## src/rtl/tw_pkg.sv

```systemverilog
package tw_pkg;

    localparam int          BYTE_BITS  = 8;
    localparam logic [3:0]  DEV_PREFIX = 4'b1010;

    typedef enum logic [2:0] {
        ST_IDLE,
        ST_DEV,
        ST_AHI,
        ST_ALO,
        ST_WDAT,
        ST_RDAT
    } tw_state_e;

    typedef struct packed {
        logic scl;
        logic sda;
        logic start;
        logic stop;
        logic rise;
        logic fall;
    } tw_evt_t;

    typedef struct packed {
        logic       ld_hi;
        logic       ld_lo;
        logic       inc_page;
        logic       inc_full;
        logic [7:0] val;
    } tw_ptr_cmd_t;

    function automatic logic dev_hit(input logic [7:0] sel, input logic [2:0] strap);
        return (sel[7:4] == DEV_PREFIX) && (sel[3:1] == strap);
    endfunction

endpackage

```

## src/rtl/tw_line_cond.sv

```systemverilog
module tw_line_cond
    import tw_pkg::*;
#(
    parameter int SYNC_STAGES = 2
) (
    input  logic    clk,
    input  logic    rst,
    input  logic    scl_i,
    input  logic    sda_i,
    output tw_evt_t evt
);

    localparam int LAST = SYNC_STAGES - 1;

    logic [SYNC_STAGES-1:0][1:0] stage;
    logic [1:0]                  prev;
    logic                        scl_now, sda_now, scl_was, sda_was;

    always_ff @(posedge clk) begin
        if (rst) begin
            stage <= '1;
            prev  <= 2'b11;
        end else begin
            stage[0] <= {scl_i, sda_i};
            for (int i = 1; i < SYNC_STAGES; i++) begin
                stage[i] <= stage[i-1];
            end
            prev <= stage[LAST];
        end
    end

    assign scl_now = stage[LAST][1];
    assign sda_now = stage[LAST][0];
    assign scl_was = prev[1];
    assign sda_was = prev[0];

    always_comb begin
        evt.scl   = scl_now;
        evt.sda   = sda_now;
        evt.start = scl_now & scl_was & sda_was & ~sda_now;
        evt.stop  = scl_now & scl_was & ~sda_was & sda_now;
        evt.rise  = scl_now & ~scl_was;
        evt.fall  = ~scl_now & scl_was;
    end

endmodule

```

## src/rtl/tw_bit_ctr.sv

```systemverilog
module tw_bit_ctr
    import tw_pkg::*;
(
    input  logic       clk,
    input  logic       rst,
    input  logic       clear,
    input  logic       scl_rise,
    input  logic       scl_fall,
    input  logic       sda,
    output logic [3:0] bit_cnt,
    output logic       in_ack,
    output logic [7:0] rx_byte,
    output logic       byte_done,
    output logic       ack_rise,
    output logic       ack_end
);

    localparam logic [3:0] FULL = 4'(BYTE_BITS);

    always_comb begin
        byte_done = scl_fall && !in_ack && (bit_cnt == FULL);
        ack_rise  = scl_rise && in_ack;
        ack_end   = scl_fall && in_ack;
    end

    always_ff @(posedge clk) begin
        if (rst || clear) begin
            bit_cnt <= '0;
            in_ack  <= 1'b0;
            rx_byte <= '0;
        end else begin
            if (scl_rise && !in_ack && (bit_cnt < FULL)) begin
                rx_byte <= {rx_byte[6:0], sda};
                bit_cnt <= bit_cnt + 4'd1;
            end
            if (byte_done) begin
                in_ack <= 1'b1;
            end
            if (ack_end) begin
                in_ack  <= 1'b0;
                bit_cnt <= '0;
            end
        end
    end

    AST_ACK_AFTER_EIGHT: assert property (@(posedge clk) disable iff (rst)
        in_ack |-> (bit_cnt == FULL)) else $error("ack phase without a full byte");

endmodule

```

## src/rtl/tw_addr_ptr.sv

```systemverilog
module tw_addr_ptr
    import tw_pkg::*;
#(
    parameter int ADDR_W = 13,
    parameter int PAGE_W = 5
) (
    input  logic              clk,
    input  logic              rst,
    input  tw_ptr_cmd_t       cmd,
    output logic [ADDR_W-1:0] ptr
);

    localparam int HI_W = ADDR_W - BYTE_BITS;

    logic [ADDR_W-1:0] ptr_page_inc;

    generate
        if (PAGE_W < ADDR_W) begin : g_paged
            assign ptr_page_inc = {ptr[ADDR_W-1:PAGE_W], ptr[PAGE_W-1:0] + 1'b1};

            AST_PAGE_HOLD: assert property (@(posedge clk) disable iff (rst)
                cmd.inc_page |=> (ptr[ADDR_W-1:PAGE_W] == $past(ptr[ADDR_W-1:PAGE_W])))
                else $error("page bits moved on a write increment");
        end else begin : g_flat
            assign ptr_page_inc = ptr + 1'b1;
        end
    endgenerate

    always_ff @(posedge clk) begin
        if (rst) begin
            ptr <= '0;
        end else if (cmd.ld_hi) begin
            ptr[ADDR_W-1:BYTE_BITS] <= cmd.val[HI_W-1:0];
        end else if (cmd.ld_lo) begin
            ptr[BYTE_BITS-1:0] <= cmd.val;
        end else if (cmd.inc_page) begin
            ptr <= ptr_page_inc;
        end else if (cmd.inc_full) begin
            ptr <= ptr + 1'b1;
        end
    end

    AST_CMD_EXCL: assert property (@(posedge clk) disable iff (rst)
        $onehot0({cmd.ld_hi, cmd.ld_lo, cmd.inc_page, cmd.inc_full}))
        else $error("conflicting pointer commands");

endmodule

```

## src/rtl/tw_mem_slave.sv

```systemverilog
module tw_mem_slave
    import tw_pkg::*;
#(
    parameter int ADDR_W      = 13,
    parameter int PAGE_W      = 5,
    parameter int SYNC_STAGES = 2
) (
    input  logic              clk,
    input  logic              rst,
    input  logic              scl_i,
    input  logic              sda_i,
    output logic              sda_oe_o,
    input  logic [2:0]        strap_i,
    input  logic              busy_i,
    output logic [ADDR_W-1:0] waddr_o,
    output logic [7:0]        wdata_o,
    output logic              wdata_vld_o,
    output logic              rd_req_o,
    input  logic [7:0]        rdata_i
);

    tw_evt_t     evt;
    tw_state_e   state;
    tw_ptr_cmd_t ptr_cmd;

    logic [3:0] bit_cnt;
    logic       in_ack, byte_done, ack_rise, ack_end;
    logic [7:0] rx_byte;
    logic       bit_clear;

    logic       oe_q, own_ack, nack_end;
    logic [7:0] tx_byte;
    logic       rd_req_q, rd_pend, wvld_q, ld_hi_q, ld_lo_q;
    logic [7:0] wdata_q, ld_val_q;

    tw_line_cond #(.SYNC_STAGES(SYNC_STAGES)) line_i (
        .clk   (clk),
        .rst   (rst),
        .scl_i (scl_i),
        .sda_i (sda_i),
        .evt   (evt)
    );

    assign bit_clear = evt.start || evt.stop || (state == ST_IDLE);

    tw_bit_ctr bits_i (
        .clk       (clk),
        .rst       (rst),
        .clear     (bit_clear),
        .scl_rise  (evt.rise),
        .scl_fall  (evt.fall),
        .sda       (evt.sda),
        .bit_cnt   (bit_cnt),
        .in_ack    (in_ack),
        .rx_byte   (rx_byte),
        .byte_done (byte_done),
        .ack_rise  (ack_rise),
        .ack_end   (ack_end)
    );

    always_comb begin
        ptr_cmd.ld_hi    = ld_hi_q;
        ptr_cmd.ld_lo    = ld_lo_q;
        ptr_cmd.inc_page = wvld_q;
        ptr_cmd.inc_full = rd_req_q;
        ptr_cmd.val      = ld_val_q;
    end

    tw_addr_ptr #(.ADDR_W(ADDR_W), .PAGE_W(PAGE_W)) ptr_i (
        .clk (clk),
        .rst (rst),
        .cmd (ptr_cmd),
        .ptr (waddr_o)
    );

    always_ff @(posedge clk) begin
        if (rst) begin
            state    <= ST_IDLE;
            oe_q     <= 1'b0;
            own_ack  <= 1'b0;
            nack_end <= 1'b0;
            tx_byte  <= '0;
            rd_req_q <= 1'b0;
            rd_pend  <= 1'b0;
            wvld_q   <= 1'b0;
            wdata_q  <= '0;
            ld_hi_q  <= 1'b0;
            ld_lo_q  <= 1'b0;
            ld_val_q <= '0;
        end else begin
            rd_req_q <= 1'b0;
            wvld_q   <= 1'b0;
            ld_hi_q  <= 1'b0;
            ld_lo_q  <= 1'b0;
            rd_pend  <= rd_req_q;
            if (rd_pend) begin
                tx_byte <= rdata_i;
            end

            if (evt.start) begin
                state    <= ST_DEV;
                oe_q     <= 1'b0;
                own_ack  <= 1'b0;
                nack_end <= 1'b0;
            end else if (evt.stop) begin
                state    <= ST_IDLE;
                oe_q     <= 1'b0;
                own_ack  <= 1'b0;
                nack_end <= 1'b0;
            end else if (byte_done) begin
                unique case (state)
                    ST_DEV: begin
                        if (dev_hit(rx_byte, strap_i) && !busy_i) begin
                            oe_q    <= 1'b1;
                            own_ack <= 1'b1;
                            if (rx_byte[0]) begin
                                state    <= ST_RDAT;
                                rd_req_q <= 1'b1;
                            end else begin
                                state <= ST_AHI;
                            end
                        end else begin
                            state <= ST_IDLE;
                        end
                    end
                    ST_AHI: begin
                        ld_hi_q  <= 1'b1;
                        ld_val_q <= rx_byte;
                        oe_q     <= 1'b1;
                        own_ack  <= 1'b1;
                        state    <= ST_ALO;
                    end
                    ST_ALO: begin
                        ld_lo_q  <= 1'b1;
                        ld_val_q <= rx_byte;
                        oe_q     <= 1'b1;
                        own_ack  <= 1'b1;
                        state    <= ST_WDAT;
                    end
                    ST_WDAT: begin
                        wvld_q  <= 1'b1;
                        wdata_q <= rx_byte;
                        oe_q    <= 1'b1;
                        own_ack <= 1'b1;
                    end
                    ST_RDAT: begin
                        oe_q    <= 1'b0;
                        own_ack <= 1'b0;
                    end
                    default: begin
                        oe_q <= 1'b0;
                    end
                endcase
            end else if (ack_rise) begin
                if ((state == ST_RDAT) && !own_ack) begin
                    if (!evt.sda) begin
                        rd_req_q <= 1'b1;
                    end else begin
                        nack_end <= 1'b1;
                    end
                end
            end else if (ack_end) begin
                own_ack <= 1'b0;
                if (nack_end) begin
                    state    <= ST_IDLE;
                    oe_q     <= 1'b0;
                    nack_end <= 1'b0;
                end else if (state == ST_RDAT) begin
                    oe_q <= ~tx_byte[BYTE_BITS-1];
                end else begin
                    oe_q <= 1'b0;
                end
            end else if (evt.fall && (state == ST_RDAT) && !in_ack && (bit_cnt != 4'd0)) begin
                oe_q <= ~tx_byte[3'd7 - bit_cnt[2:0]];
            end
        end
    end

    assign sda_oe_o    = oe_q;
    assign wdata_o     = wdata_q;
    assign wdata_vld_o = wvld_q;
    assign rd_req_o    = rd_req_q;

    AST_IDLE_RELEASED: assert property (@(posedge clk) disable iff (rst)
        (state == ST_IDLE) |-> !oe_q) else $error("SDA driven while idle");

    AST_NO_ACK_BUSY: assert property (@(posedge clk) disable iff (rst)
        (byte_done && (state == ST_DEV) && busy_i) |=> !oe_q) else $error("acknowledged while busy");

    AST_OE_SCL_LOW: assert property (@(posedge clk) disable iff (rst)
        !$stable(oe_q) |-> (!evt.scl || $past(evt.start || evt.stop)))
        else $error("SDA enable moved while SCL high");

    AST_STROBE_EXCL: assert property (@(posedge clk) disable iff (rst)
        $onehot0({wvld_q, rd_req_q})) else $error("read and write strobes together");

    AST_WVLD_PULSE: assert property (@(posedge clk) disable iff (rst)
        wvld_q |=> !wvld_q) else $error("write strobe longer than one clock");

    AST_RDREQ_IN_READ: assert property (@(posedge clk) disable iff (rst)
        rd_req_q |-> (state == ST_RDAT)) else $error("read request outside a read");

endmodule

```

## config.mk

```make
export PLATFORM = sky130hd
export DESIGN_NAME = tw_mem_slave
export DESIGN_NICKNAME = d
export VERILOG_FILES = /design/src/rtl/tw_pkg.sv /design/src/rtl/tw_line_cond.sv /design/src/rtl/tw_bit_ctr.sv /design/src/rtl/tw_addr_ptr.sv /design/src/rtl/tw_mem_slave.sv
export SDC_FILE = /design/constraint.sdc
export NUM_CORES = 1
export LEC_CHECK = 0
export ABC_AREA = 1
export BUFFER_PORTS_ARGS = -buffer_cell sky130_fd_sc_hd__buf_2
export CAP_MARGIN = 20
export CELL_PAD_IN_SITES_DETAIL_PLACEMENT = 1
export CELL_PAD_IN_SITES_GLOBAL_PLACEMENT = 1
export CORE_ASPECT_RATIO = 1.75
export CORE_UTILIZATION = 45
export DETAILED_ROUTE_END_ITERATION = 8
export PLACE_DENSITY = 0.85
export REMOVE_ABC_BUFFERS = 1
export SLEW_MARGIN = 40
export SYNTH_ARGS = -nofsm -noshare
export SYNTH_HDL_FRONTEND = slang
export SYNTH_SLANG_ARGS = --single-unit
```

## constraint.sdc

```tcl
create_clock -name clk -period 1.95 [get_ports clk]
set_input_delay 0.0975 -clock clk [delete_from_list [all_inputs] [get_ports clk]]
set_output_delay 0.0975 -clock clk [all_outputs]
set_load 0.02 [all_outputs]
```

Word level (Yosys, flattened, before mapping)
Index checks and enable logic that the tools add are counted.
- bits of input ports: 16
- latch bits: 0
- bits in read-only memories: 0
- memories kept: 0
- bits in writable memories: 0
- register bits after elaboration: 67
- word-level logic and storage cells: 149
- output and inout port bits: 24
- div/mod/pow operators: 0
- magnitude comparators: 2
- bitwise logic cells: 17
- $add $sub $neg: 4
- multiply operators: 0
- multiplexer cells: 41
- reduce and logical (&&, ||, !) cells: 44
- shifts and indexed selects: 0
- equality and inequality tests: 19
- operator list (kind ; count):
    1-bit 2-to-1 mux ; 26
    13-bit 2-to-1 mux ; 2
    4-bit AND reduction ; 6
    3-bit 2-to-1 mux ; 6
    13-bit by 1-bit adder with 13-bit output, second input constant ; 1
    1-bit logical AND ; 12
    4-bit nonzero test ; 3
    5-bit 2-to-1 mux ; 2
    2-bit by 1-bit inequality test with 1-bit output, second input constant ; 5
    1-bit NOT ; 10
    2-bit nonzero test ; 5
    3-bit one-hot mux with 3 select lines ; 1
    3-bit AND reduction ; 3
    4-bit == test, second input constant ; 2
    8-bit 2-to-1 mux ; 1
    4-bit inequality test, second input constant ; 2
    1-bit bitwise AND ; 7
    3-bit by 2-bit == test with 1-bit output, second input constant ; 2
    3-bit == test, second input constant ; 2
    6-bit inequality test, second input constant ; 1
    3-bit nonzero test ; 2
    3-bit OR reduction ; 2
    5-bit by 1-bit adder with 5-bit output, second input constant ; 1
    4-bit by 1-bit adder with 4-bit output, second input constant ; 1
    other kinds (17) ; 22

Depth between registers and ports, before layout
- depth after elaboration: 9
- depth in mapped cells: 11
- gate-level depth less buffers: 11

Modules after synthesis
Synthesis repeated with hierarchy kept, for this count alone.
- cells, all modules: 495
- area total of the unflattened synthesis: 3340.7 um^2
- by module, submodules not included (module ; instances ; seq. area each (um^2) ; area each (um^2) ; cells each):
    tw_mem_slave ; 1 ; 700.7 ; 1599.0 ; 228
    tw_addr_ptr ; 1 ; 260.2 ; 892.1 ; 147
    tw_bit_ctr ; 1 ; 260.2 ; 636.9 ; 94
    tw_line_cond ; 1 ; 120.1 ; 212.7 ; 26

Worst setup path before layout
Ideal clock, no wire load.
- path type: register to register
- start: register ptr_i.ptr[0]
- end: register ptr_i.ptr[8]
- setup time: 0.117 ns
- required time: 1.833 ns
- cell stages (with the launch flop): 9
- path buffers: 0
- setup slack: 0.452 ns
- data arrival time: 1.381 ns
- period minus slack after synthesis: 1.498 ns
- cells stage by stage: dfxtp_1 -> ha_1 -> nand3_1 -> nor2_1 -> nand2_1 -> nor3_1 -> o21ai_0 -> a21oi_1 -> nor2_1
- word-level cells in the longest chain between the ends: 5
- RTL lines (item ; RTL line ; text):
    from (decl) ; tw_addr_ptr.sv:10 ; output logic [ADDR_W-1:0] ptr
    from (signal, indexed assignment) ; tw_addr_ptr.sv:33 ; ptr[ADDR_W-1:BYTE_BITS] <= cmd.val[HI_W-1:0];
    from (signal, indexed assignment) ; tw_addr_ptr.sv:35 ; ptr[BYTE_BITS-1:0] <= cmd.val;
    from (signal assigned) ; tw_addr_ptr.sv:37 ; ptr <= ptr_page_inc;
    13-bit by 1-bit adder with 13-bit output ; tw_addr_ptr.sv:39 ; ptr <= ptr + 1'b1;
    13-bit 2-to-1 mux ; tw_addr_ptr.sv:38 ; end else if (cmd.inc_full) begin
    13-bit 2-to-1 mux ; tw_addr_ptr.sv:36 ; end else if (cmd.inc_page) begin
    5-bit 2-to-1 mux ; tw_addr_ptr.sv:34 ; end else if (cmd.ld_lo) begin
    5-bit 2-to-1 mux ; tw_addr_ptr.sv:32 ; end else if (cmd.ld_hi) begin
Every way passes these cells. The select of a mux whose other input is x is not followed.
A chain may end at the register's enable or synchronous reset.

Worst setup path after layout
Ends and elaborated chain as after synthesis.

==> results.py <==
metrics = {
    "placement": {
        "io_buffers": 39,
        "hpwl_um": 7200,
        "place_area_um2": 3490,
        "gp_congestion": 0.915,
    },
    "die": {
        "fp.dieH_um": 114,
        "core_area_um2": 6910,
        "die_w_um": 65.9,
        "io_pins": 40,
        "start_util_pct": 46.6,
        "num_rows": 40,
        "dieArea_um2": 7510,
    },
    "synth": {
        "yosys_warnings": 0,
        "yosysSeqAreaShare_pct": 41.7,
        "syn_inst": 453,
        "synth_seq_cells": 67,
        "avgSynthCellArea_um2": 7.11,
        "yosys.cell_types.count": 37,
        "netlist_area_um2": 3220,
    },
    "sta": {
        "worst_pin_slew_ns": 0.401,
        "drv_slew": 0,
        "hold_slack_ns": 0.0131,
        "finalHoldViolations": 0,
        "rsz0062_at_grt": "false",
        "finalCritPeriodShare_pct": 86.4,
        "fmax_mhz": 594,
        "period_minus_slack_ns": 1.68,
        "finalSetupTns_ns": 0,
        "setup_violations": 0,
        "relSlewSlack_pct": 73.2,
        "fin_skew_ns": 0.00376,
    },
    "clocking": {
        "path_clk_slew_ns": 0.06,
        "ctsHtreeMaxLevel": 3,
        "clk_latency_ns": 0.34,
        "cts.sinks": 67,
        "cts_tree": "yes",
        "cts-buffers-inserted": 9,
        "clockBufferDepth": 2,
        "postCtsSetupBuffers": 0,
        "root_buffer": "clkbuf_16",
    },
    "pwr": {
        "powerDensity_nw_per_um2": 775,
        "power.total_uw": 2990,
        "ir_worst_vdd_v": 0.000575,
        "p_leak_uw": 0.00159,
    },
    "layout": {
        "diodes": 0,
        "design_area_um2": 3860,
        "area_delta_synth_final_pct": 19.9,
        "final_net_count": 524,
        "fillCellCount": 915,
        "drive_gt1_share_pct": 19.2,
    },
    "drt": {
        "viasPerCell": 5.36,
        "firstDrtPassIters": 4,
        "num_vias": 3184,
        "drc": 0,
        "ant_nets": 0,
        "drt-initial-drc-count": 127,
        "wire_per_inst_um": 16.0,
        "routed_wl_um": 9530,
    },
    "critical_path": {
        "worst-setup-path-type": "flip-flop to flip-flop",
        "cp_slowest_stage_delay_ns": 0.41,
        "critical_path.max_fanout": 5,
        "crit_path_start_kind": "flip-flop",
        "end_kind": "flip-flop",
        "arrival_ns": 1.91,
        "path_common_cell": "nor2_1",
        "slowest_stage": "dfxtp_1",
        "worstPathCellList": "ha_1, nand3_1, nor2_1, nand2_1, nor3_1, o21ai_0, a21oi_1, nor2_1",
        "required_ns": 2.18,
    },
    "worst_hold_path": {
        "min_path_type": "primary input to flip-flop",
    },
    "grt": {
        "grt_max_degree": 29,
        "grt_first_pass_wirelength_um": 15500,
        "use_met1_pct": 24.7,
        "antenna_found_initial": 0,
        "grt_use_total_pct": 28.0,
        "grt_pass1_vias": 3376,
        "top_usage_layer": "met2",
        "gr-usage-met3_pct": 6.60,
        "overflow": 0,
        "gr-usage-met2_pct": 53.7,
    },
    "job": {
        "max-cap-violations": 0,
    },
    "run_status": {
        "status": "finished, final reports clean",
    },
}
layout make-up:
class | count | area (um^2) | area share (%)
Inverter | 58 | 223 | 5.77
Clock buffer | 10 | 239 | 6.19
Clock inverter | 6 | 41.3 | 1.07
Multi-Input combinational cell | 316 | 1590 | 41.1
Tap cell | 84 | 105 | 2.72
Sequential cell | 67 | 1340 | 34.7
Timing Repair Buffer | 53 | 323 | 8.36
power breakdown:
part           internal [uW]  leakage [uW]  switching, uW
sequential              1380      0.000541           5.12
clock                    890      0.000130            616
combinational           42.9      0.000922           59.7
kinds of logic after synthesis:
kind of cell | synth area share (%)
and+or+nand+nor | 32.5
AOI/OAI and AO/OA | 15.1
buffers and inverters | 9.02
DFF | 41.7
adders and majority gates | 1.17
xor gates and xnor gates | 0.544
synth_stat cells (all sizes together):
| cell | n | share of area, % |
|---|---|---|
| inv | 58 | 6.9 |
| nand2 | 107 | 14 |
| a41oi | 1 | 0.27 |
| a31oi | 2 | 0.39 |
| a21boi | 1 | 0.23 |
| xor2 | 1 | 0.27 |
| ha | 3 | 1.2 |
| dfxtp | 67 | 42 |
| o21bai | 1 | 0.23 |
| o21ai | 27 | 4.5 |
| nor3 | 9 | 1.9 |
| o22ai | 3 | 0.58 |
| clkbuf | 6 | 0.70 |
| or2 | 5 | 1.0 |
| nand4 | 6 | 1.2 |
| a211oi | 2 | 0.47 |
| nor2 | 50 | 7.0 |
| xnor2 | 1 | 0.27 |
| nand3b | 1 | 0.23 |
| a21oi | 50 | 8.4 |
| buf | 6 | 1.4 |
| nand3 | 46 | 7.3 |
critical path, delay by kind of cell, from the launching register on:
kind | cells | cell delay, ns
flops | 1 | 0.41
fa+ha+maj | 1 | 0.26
compound gates | 2 | 0.27
simple gates | 5 | 0.63
repair_timing:
item,CTS,global route
hold endpoints to repair,9,0
gates resized for setup,0,0
hold buffers,9,0
sequential cells by signal (all words and copies together) (netlist names), 2 cells and up:
register / count
line_i.stage: 2
bits_i.bit_cnt: 4
tx_byte: 8
line_i.evt: 2
line_i.prev: 2
bits_i.rx_byte: 8
ld_val_q: 8
state: 3
wdata_o: 8
ptr_i.ptr: 13
final timing paths:
kind                         startpoint                         to  slack [ns]  cells after the start
max           ptr_i.ptr[0]$_SDFFE_PP0P_  ptr_i.ptr[8]$_SDFFE_PP0P_        0.27                      8
min                          rdata_i[7]    tx_byte[7]$_SDFFE_PP0P_        0.01                      3
max reg2reg   ptr_i.ptr[0]$_SDFFE_PP0P_  ptr_i.ptr[8]$_SDFFE_PP0P_        0.27                      8
min reg2reg  line_i.stage[1]$_SDFF_PP1_   line_i.evt[5]$_SDFF_PP1_        0.41                      1
per-layer routing:
layer  up-vias  share of wire [%]
met5         -                  0
met4         0                5.0
met3        28                2.2
met2        59                 58
met1      1513                 35
li1       1584                  -
metrics by stage:
| stage | worst slack, ns | utilization [%] | instances |
|---|---|---|---|
| CTS | 0.280 | 55.9 | 594 |
| finish | 0.265 | 55.9 | 594 |
| floorplan | 0.452 | - | 441 |
| detailed placement | 0.288 | 50.5 | 569 |
| global route | 0.114 | 55.9 | 594 |
| global placement | 0.376 | 50.5 | 569 |
cells in the final DEF (no fill, tap or decap), types with 2 or more instances in the layout:
| cell type | n |
|---|---|
| a211oi_1 | 2 |
| a21oi_1 | 45 |
| a21oi_2 | 5 |
| a31oi_1 | 2 |
| buf_2 | 39 |
| buf_4 | 5 |
| clkbuf_16 | 9 |
| clkinv_2 | 2 |
| clkinvlp_4 | 3 |
| dfxtp_1 | 67 |
| dlygate4sd3_1 | 9 |
| ha_1 | 3 |
| inv_1 | 51 |
| inv_2 | 5 |
| inv_4 | 2 |
| nand2_1 | 98 |
| nand2_2 | 6 |
| nand2_4 | 2 |
| nand3_1 | 45 |
| nand4_1 | 6 |
| nor2_1 | 43 |
| nor2_2 | 3 |
| nor2_4 | 4 |
| nor3_1 | 6 |
| nor3_2 | 3 |
| o21ai_0 | 24 |
| o21ai_1 | 2 |
| o22ai_1 | 3 |
| or2_2 | 4 |
Power figures use the tool's default switching activity.
